<file path="src/rtl/eed_pkg.sv">
package eed_pkg;
  typedef enum logic {
    EED_OFF = 1'b0,
    EED_ON  = 1'b1
  } eed_state_e;
endpackage

</file>
<file path="src/rtl/eed_err_counters.sv">
module eed_err_counters #(
  parameter int ERR_W = 8,
  parameter int BLK_W = 13,
  parameter int BIT_W = 18
) (
  input  logic             clk,
  input  logic             rst_n,
  input  logic             stb,
  input  logic [ERR_W-1:0] errs,
  output logic [BLK_W-1:0] blk_cnt,
  output logic [BIT_W-1:0] bit_cnt
);
  localparam int SUM_W = BIT_W + 1;

  logic [BLK_W-1:0] blk_q, blk_d;
  logic [BIT_W-1:0] bit_q, bit_d;
  logic [SUM_W-1:0] bit_sum;

  always_comb begin
    blk_d = blk_q;
    if ((errs != '0) && (blk_q != '1)) blk_d = blk_q + 1'b1;
    bit_sum = SUM_W'(bit_q) + SUM_W'(errs);
    bit_d   = bit_sum[BIT_W] ? '1 : bit_sum[BIT_W-1:0];
  end

  always_ff @(posedge clk or negedge rst_n) begin
    if (!rst_n) begin
      blk_q <= '0;
      bit_q <= '0;
    end else if (stb) begin
      blk_q <= blk_d;
      bit_q <= bit_d;
    end
  end

  assign blk_cnt = blk_q;
  assign bit_cnt = bit_q;
endmodule

</file>
<file path="src/rtl/eed_window.sv">
module eed_window #(
  parameter int ERR_W   = 8,
  parameter int MAX_WIN = 64,
  parameter int WIN_W   = $clog2(MAX_WIN + 1)
) (
  input  logic             clk,
  input  logic             rst_n,
  input  logic             stb,
  input  logic [ERR_W-1:0] errs,
  input  logic [ERR_W-1:0] frame_thr,
  input  logic [WIN_W-1:0] win_len,
  output logic             upd,
  output logic [WIN_W-1:0] sum_nxt,
  output logic             full_nxt
);
  localparam int PTR_W = (MAX_WIN > 1) ? $clog2(MAX_WIN) : 1;
  localparam logic [WIN_W-1:0] MAX_LEN = WIN_W'(MAX_WIN);

  logic [MAX_WIN-1:0] ring_q;
  logic [WIN_W-1:0]   len_q, eff_len, ptr_q, ptr_d, fill_q, fill_d, sum_q;
  logic               restart, flag, old_flag;

  always_comb begin
    if (win_len == '0)          eff_len = WIN_W'(1);
    else if (win_len > MAX_LEN) eff_len = MAX_LEN;
    else                        eff_len = win_len;
  end

  assign restart  = (eff_len != len_q);
  assign upd      = stb && !restart;
  assign flag     = (errs > frame_thr);
  assign old_flag = ring_q[ptr_q[PTR_W-1:0]];

  always_comb begin
    sum_nxt  = sum_q + WIN_W'(flag) - WIN_W'(old_flag);
    ptr_d    = (ptr_q == eff_len - 1'b1) ? '0 : ptr_q + 1'b1;
    fill_d   = (fill_q == eff_len) ? fill_q : fill_q + 1'b1;
    full_nxt = (fill_d == eff_len);
  end

  always_ff @(posedge clk or negedge rst_n) begin
    if (!rst_n) begin
      ring_q <= '0;
      len_q  <= '0;
      ptr_q  <= '0;
      fill_q <= '0;
      sum_q  <= '0;
    end else if (restart) begin
      ring_q <= '0;
      len_q  <= eff_len;
      ptr_q  <= '0;
      fill_q <= '0;
      sum_q  <= '0;
    end else if (upd) begin
      ring_q[ptr_q[PTR_W-1:0]] <= flag;
      ptr_q  <= ptr_d;
      fill_q <= fill_d;
      sum_q  <= sum_nxt;
    end
  end
endmodule

</file>
<file path="src/rtl/eed_decider.sv">
module eed_decider
  import eed_pkg::*;
#(
  parameter int WIN_W = 7
) (
  input  logic             clk,
  input  logic             rst_n,
  input  logic             upd,
  input  logic [WIN_W-1:0] sum_nxt,
  input  logic             full_nxt,
  input  logic [WIN_W-1:0] set_thr,
  input  logic [WIN_W-1:0] clr_thr,
  output logic             eed
);
  eed_state_e state_q, state_d;

  always_comb begin
    state_d = state_q;
    if (upd) begin
      case (state_q)
        EED_OFF: if (sum_nxt >= set_thr) state_d = EED_ON;
        EED_ON:  if (full_nxt && (sum_nxt < clr_thr)) state_d = EED_OFF;
        default: state_d = EED_OFF;
      endcase
    end
  end

  always_ff @(posedge clk or negedge rst_n) begin
    if (!rst_n) state_q <= EED_OFF;
    else        state_q <= state_d;
  end

  assign eed = (state_q == EED_ON);
endmodule

</file>
<file path="src/rtl/eed_detector.sv">
module eed_detector #(
  parameter int ERR_W   = 8,
  parameter int MAX_WIN = 64,
  parameter int BLK_W   = 13,
  parameter int BIT_W   = 18,
  parameter int WIN_W   = $clog2(MAX_WIN + 1)
) (
  input  logic             clk,
  input  logic             rst_n,
  input  logic             frame_stb,
  input  logic [ERR_W-1:0] frame_errs,
  input  logic [WIN_W-1:0] win_len,
  input  logic [ERR_W-1:0] frame_thr,
  input  logic [WIN_W-1:0] set_thr,
  input  logic [WIN_W-1:0] clr_thr,
  input  logic             ais_en,
  output logic [BLK_W-1:0] blk_cnt,
  output logic [BIT_W-1:0] bit_cnt,
  output logic             eed,
  output logic             ais_req
);
  logic             rst_s1, rst_sync_n, upd, full_nxt;
  logic [WIN_W-1:0] sum_nxt;

  // asynchronous assert, synchronous release
  always_ff @(posedge clk or negedge rst_n) begin
    if (!rst_n) begin
      rst_s1     <= 1'b0;
      rst_sync_n <= 1'b0;
    end else begin
      rst_s1     <= 1'b1;
      rst_sync_n <= rst_s1;
    end
  end

  eed_err_counters #(.ERR_W(ERR_W), .BLK_W(BLK_W), .BIT_W(BIT_W)) i_cnt (
    .clk     (clk),
    .rst_n   (rst_sync_n),
    .stb     (frame_stb),
    .errs    (frame_errs),
    .blk_cnt (blk_cnt),
    .bit_cnt (bit_cnt)
  );

  eed_window #(.ERR_W(ERR_W), .MAX_WIN(MAX_WIN), .WIN_W(WIN_W)) i_win (
    .clk       (clk),
    .rst_n     (rst_sync_n),
    .stb       (frame_stb),
    .errs      (frame_errs),
    .frame_thr (frame_thr),
    .win_len   (win_len),
    .upd       (upd),
    .sum_nxt   (sum_nxt),
    .full_nxt  (full_nxt)
  );

  eed_decider #(.WIN_W(WIN_W)) i_dec (
    .clk      (clk),
    .rst_n    (rst_sync_n),
    .upd      (upd),
    .sum_nxt  (sum_nxt),
    .full_nxt (full_nxt),
    .set_thr  (set_thr),
    .clr_thr  (clr_thr),
    .eed      (eed)
  );

  assign ais_req = eed && ais_en;
endmodule

</file>
<file path="config.mk">
export PLATFORM = sky130hd
export DESIGN_NAME = eed_detector
export DESIGN_NICKNAME = d
export VERILOG_FILES = /design/src/rtl/eed_pkg.sv /design/src/rtl/eed_err_counters.sv /design/src/rtl/eed_window.sv /design/src/rtl/eed_decider.sv /design/src/rtl/eed_detector.sv
export SDC_FILE = /design/constraint.sdc
export NUM_CORES = 1
export LEC_CHECK = 0
export BUFFER_PORTS_ARGS = -buffer_cell sky130_fd_sc_hd__buf_2
export CAP_MARGIN = 10
export CORE_MARGIN = 2
export CORE_UTILIZATION = 51
export DETAILED_ROUTE_END_ITERATION = 16
export PLACE_DENSITY = 0.7
export RECOVER_POWER = 50
export SYNTH_ARGS = -nofsm -noshare
export SYNTH_HDL_FRONTEND = slang
export SYNTH_SLANG_ARGS = --single-unit
</file>
<file path="constraint.sdc">
create_clock -name clk -period 5.1 [get_ports clk]
set_clock_uncertainty 0.2 [all_clocks]
set_input_delay 0.51 -clock clk [delete_from_list [all_inputs] [get_ports clk]]
set_output_delay 0.51 -clock clk [all_outputs]
set_load 0.005 [all_outputs]
</file>
==> summary.log <==
[synth] count of state elements after synthesis 126
[synth] post-synthesis async set-or-reset flop share 100.0%
[placed_design] HPWL after detailed placement 13310 um
[clocking] buffer levels on the longest clock path 2
[timing] Total Negative Setup Slacks 0 ns
[floorplan] DIE AREA 0.01662 mm^2
[critical_path] CP startpoint kind register
[power_and_ir_drop] Pwr Density 322.9 mW/mm^2
[power_and_ir_drop] proportion of power drawn by combinational gates 19.2%
[synth] share of the synthesized area in the top cell type 39.63%
[placed_design] number of buffer cells added on primary ports 73
[synth] Avg Inst Size Synth 8.658 um^2
[power_and_ir_drop] largest voltage drop on the vdd net 0.0002518 V
[timing] RSZ-0062 raised after global routing true
[critical_path] standard cell with the maximum stage delay on the critical path mux4_2
[critical_path] data required time at the worst endpoint 5.19 ns
[grt] all-layer global routing usage 25.21%
[floorplan] Die W 128.9 um
[grt] met2 demand-to-capacity share in global routing 40.06%
[clocking] clock latency reported for the late side of the worst-skew pair 0.42 ns
[synth] post-synthesis instance area 0.007956 mm^2
[min_path] destination of the worst hold path rst_sync_n
[critical_path] element type at the critical path end register
[cells_and_area] Filler cells 1275
[power_and_ir_drop] LEAKAGE 4.129 nW
[synth] Primary FF master, synth dfrtp_1
[power_and_ir_drop] Pwr Total 3.063 mW
[synth] post-synthesis cell count 919
[critical_path] start point of the critical path i_win.ptr_q[0]
[placed_design] Cell Count Post-Placement 1157
[grt] number of global-route vias before repair 6609
[synth] count of flip-flops with a built-in enable after synthesis 0
[placed_design] minimum setup slack after placement -0.2109 ns
[detailed_routing] first drt pass iteration count 7
[min_path] startpoint of the lowest-slack hold path rst_s1
[synth] share of the yosys chip area belonging to registers 39.63%
[cells_and_area] Nets 1084
[run] total of max-cap violations 2
[power_and_ir_drop] Net Switching 0.8835 mW
[detailed_routing] DRC violation count after routing 0
[detailed_routing] routed wire length per instance 16.89 um
[critical_path] CP Max Fanout 5
[timing] count of final hold-check violations 0
[synth] syn_nets 1002
[grt] global routing's busiest layer met2
[critical_path] CP delay by family, top compound AO/OA/AOI/OAI gates
[synth] cells taking the most area after synthesis dfrtp_1, ha_1, a21oi_1
[detailed_routing] count of antenna-violating nets left after detailed routing 0
[cells_and_area] fraction of the core area covered by cells at the end of the flow 62.40%
[outcome] violations in the final reports capacitance limit, slew limit
[cells_and_area] fraction of final layout cells with drive strength greater than 1 18.74%
[timing] number of slew-limit violations in the final report 126
[grt] total grt overflow 0
[floorplan] placeable core area 0.01520 mm^2
[detailed_routing] number of vias after detailed routing 6963
[detailed_routing] Detailed Route Iter0 Violations 655
[synth] library cell with the largest summed area after synthesis dfrtp_1
[clocking] clock tree from TritonCTS yes
[critical_path] FF-to-FF setup slack 0.05 ns
[clocking] clock-pin slew of the registers on the worst-case setup and hold paths 0.06 ns
[timing] Max Clock Freq 0.1980 GHz
[critical_path] worst r2r dst i_dec.eed
[critical_path] r2r startpoint i_win.ptr_q[0]
[grt] number of antenna violations at the first check in global routing 0
[timing] final setup violating endpoints 0
[critical_path] Bufs and invs on worst path 2
[clocking] count of H-tree levels built during CTS 4
[grt] largest net degree at the start of global routing 78
[timing] actual slew at the worst max-slew pin 3.833 ns
[min_path] class of the worst hold path register to register
[outcome] run status finished with violations
[synth] synth unique cells 64
[power_and_ir_drop] sequential cell fraction of total power 38.2%
[floorplan] y dimension of the die 128.9 um
[synth] Synth Warn # 0
[power_and_ir_drop] switching part of the total 28.85%
[min_path] Cells on Worst Hold Path 0
[cells_and_area] post-route insts no fill 1202
[timing] crit share post-route 99.03%
[critical_path] largest stage delay on the critical path 0.51 ns
[critical_path] number of cell instances on the worst register-to-register path 21
[floorplan] starting density of the core 52.34%
[critical_path] worst path arrival time 5.14 ns
[cells_and_area] number of antenna cells inserted 0
[timing] minimum setup slack in the final design 0.04970 ns
[timing] min Tclk post-route 5.050 ns
[critical_path] list of cells traversed by the critical path buf_6 > mux4_2 > mux2i_2 > o221ai_2 > or3_4 > ha_4 > inv_2 > ha_4 > fa_2 > a21o_1 > a21oi_2 > o21bai_1 > a21oi_1 > xnor2_1 > ha_1 > a221oi_2 > o21ai_1 > nor2_1 > o21ai_1 > a2111oi_2 > a31oi_1
[critical_path] Setup CP Type register to register
[power_and_ir_drop] Internal Power 2.179 mW
[grt] met1 capacity usage during global routing 34.41%
[detailed_routing] vias per cell 5.793
[floorplan] placement row count 45
[cells_and_area] signed area change from the synthesized netlist to the final layout 19.22%
[timing] Slew headroom -155.5%
[clocking] sinks on the clock net 126
[floorplan] number of top-level pins 74
[placed_design] final weighted congestion of routability-driven global placement 0.8950
[clocking] root buf cell clkbuf_16
[synth] most used standard cells in the synthesized netlist dfrtp_1, nand2_1, nor2_1
[grt] first-pass GRT wire length 33070 um
[power_and_ir_drop] clock network fraction of total power 42.6%
[clocking] number of buffers created by CTS 17
[grt] met3 routing resource usage after global routing 5.489%
[detailed_routing] wire length after detailed routing 20300 um
[synth] most common cell in the synthesized netlist dfrtp_1
[worst max path at each step]
| stage | end | slack [ns] | depth (start not counted) |
|---|---|---|---|
| floorplan | i_dec.eed | 0.05 | 23 |
| global placement | i_dec.eed | -0.06 | 22 |
| detailed placement | i_dec.eed | -0.21 | 23 |
| CTS | i_dec.eed | 0.03 | 22 |
| global route | i_dec.eed | -0.16 | 21 |
| finish | i_dec.eed | 0.05 | 21 |
[stage by stage]
| step | instance area, um^2 | hold WS [ns] |
|---|---|---|
| floorplan | 7960 | 0.01441 |
| global placement | 8647 | 0.09830 |
| detailed placement | 8647 | 0.1000 |
| CTS | 9353 | 0.1537 |
| global route | 9485 | 0.1771 |
| finish | 9485 | 0.1508 |
[power by group through the flow]
stage                     Combinational (mW)  Clock, mW  Sequential [mW]
after detailed placement               0.580          0             1.19
after global placement                 0.569          0             1.18
after floorplan                        0.374          0             1.19
after global routing                   0.658       1.37             1.19
after CTS                              0.588       1.31             1.17
final                                  0.588       1.30             1.17
[layout make-up]
type	instances	area [um^2]	area share, %
multi-input cells	688	4517	47.62
flip-flops and latches	126	3159	33.31
repair buffers	123	774.5	8.165
clock buffers	18	439.2	4.630
well taps	188	235.2	2.480
clock inverters	14	191.4	2.018
inverters	45	168.9	1.781
[flip-flops by register name, summed over array words and instances (netlist names)]
signal         flops
i_dec.eed          1
i_win.len_q        7
i_win.sum_q        7
i_win.ptr_q        7
i_cnt.blk_cnt     13
i_win.ring_q      64
i_win.fill_q       7
rst_s1             1
i_cnt.bit_cnt     18
rst_sync_n         1
[layer usage]
metal / wire, um / vias up
met5: 0 / -
met4: 351 / 0
met3: 1382 / 28
met2: 9784 / 240
met1: 8778 / 3315
li1: - / 3380
[cells by family (layout without fill, tap and decap cells)]
group,after synthesis,in the layout,share of synthesized area (%)
AO/OA/AOI/OAI,225,225,17.00
XOR/XNOR,50,50,5.504
adder cells (fa/ha/maj),42,42,6.794
buffers and inverters,105,200,5.111
flip-flops,126,126,39.63
multiplexers,39,39,6.259
other,1,1,0.04713
AND/OR/NAND/NOR,331,331,19.66
[timing repair]
item,CTS,global route
gates resized for setup,11,20
setup endpoints to repair,1,1
buffers inserted,4,8
pin swaps,7,18
hold buffers,1,0
endpoints found under the hold margin,2,0
[layout by cell type (no fill, tap or decap), types with 12 or more instances in the layout]
| cell type | count |
|---|---|
| buf_2 | 68 |
| xnor2_1 | 27 |
| inv_1 | 43 |
| nand2_1 | 96 |
| mux2i_1 | 23 |
| ha_1 | 38 |
| nor2b_1 | 12 |
| nor2_1 | 94 |
| and3_1 | 16 |
| xor2_1 | 23 |
| buf_4 | 42 |
| nand3_1 | 52 |
| a31oi_1 | 17 |
| o21ai_0 | 59 |
| a21oi_1 | 86 |
| dfrtp_1 | 123 |
| clkbuf_16 | 17 |
No activity file was read; power rests on OpenSTA's default activity.
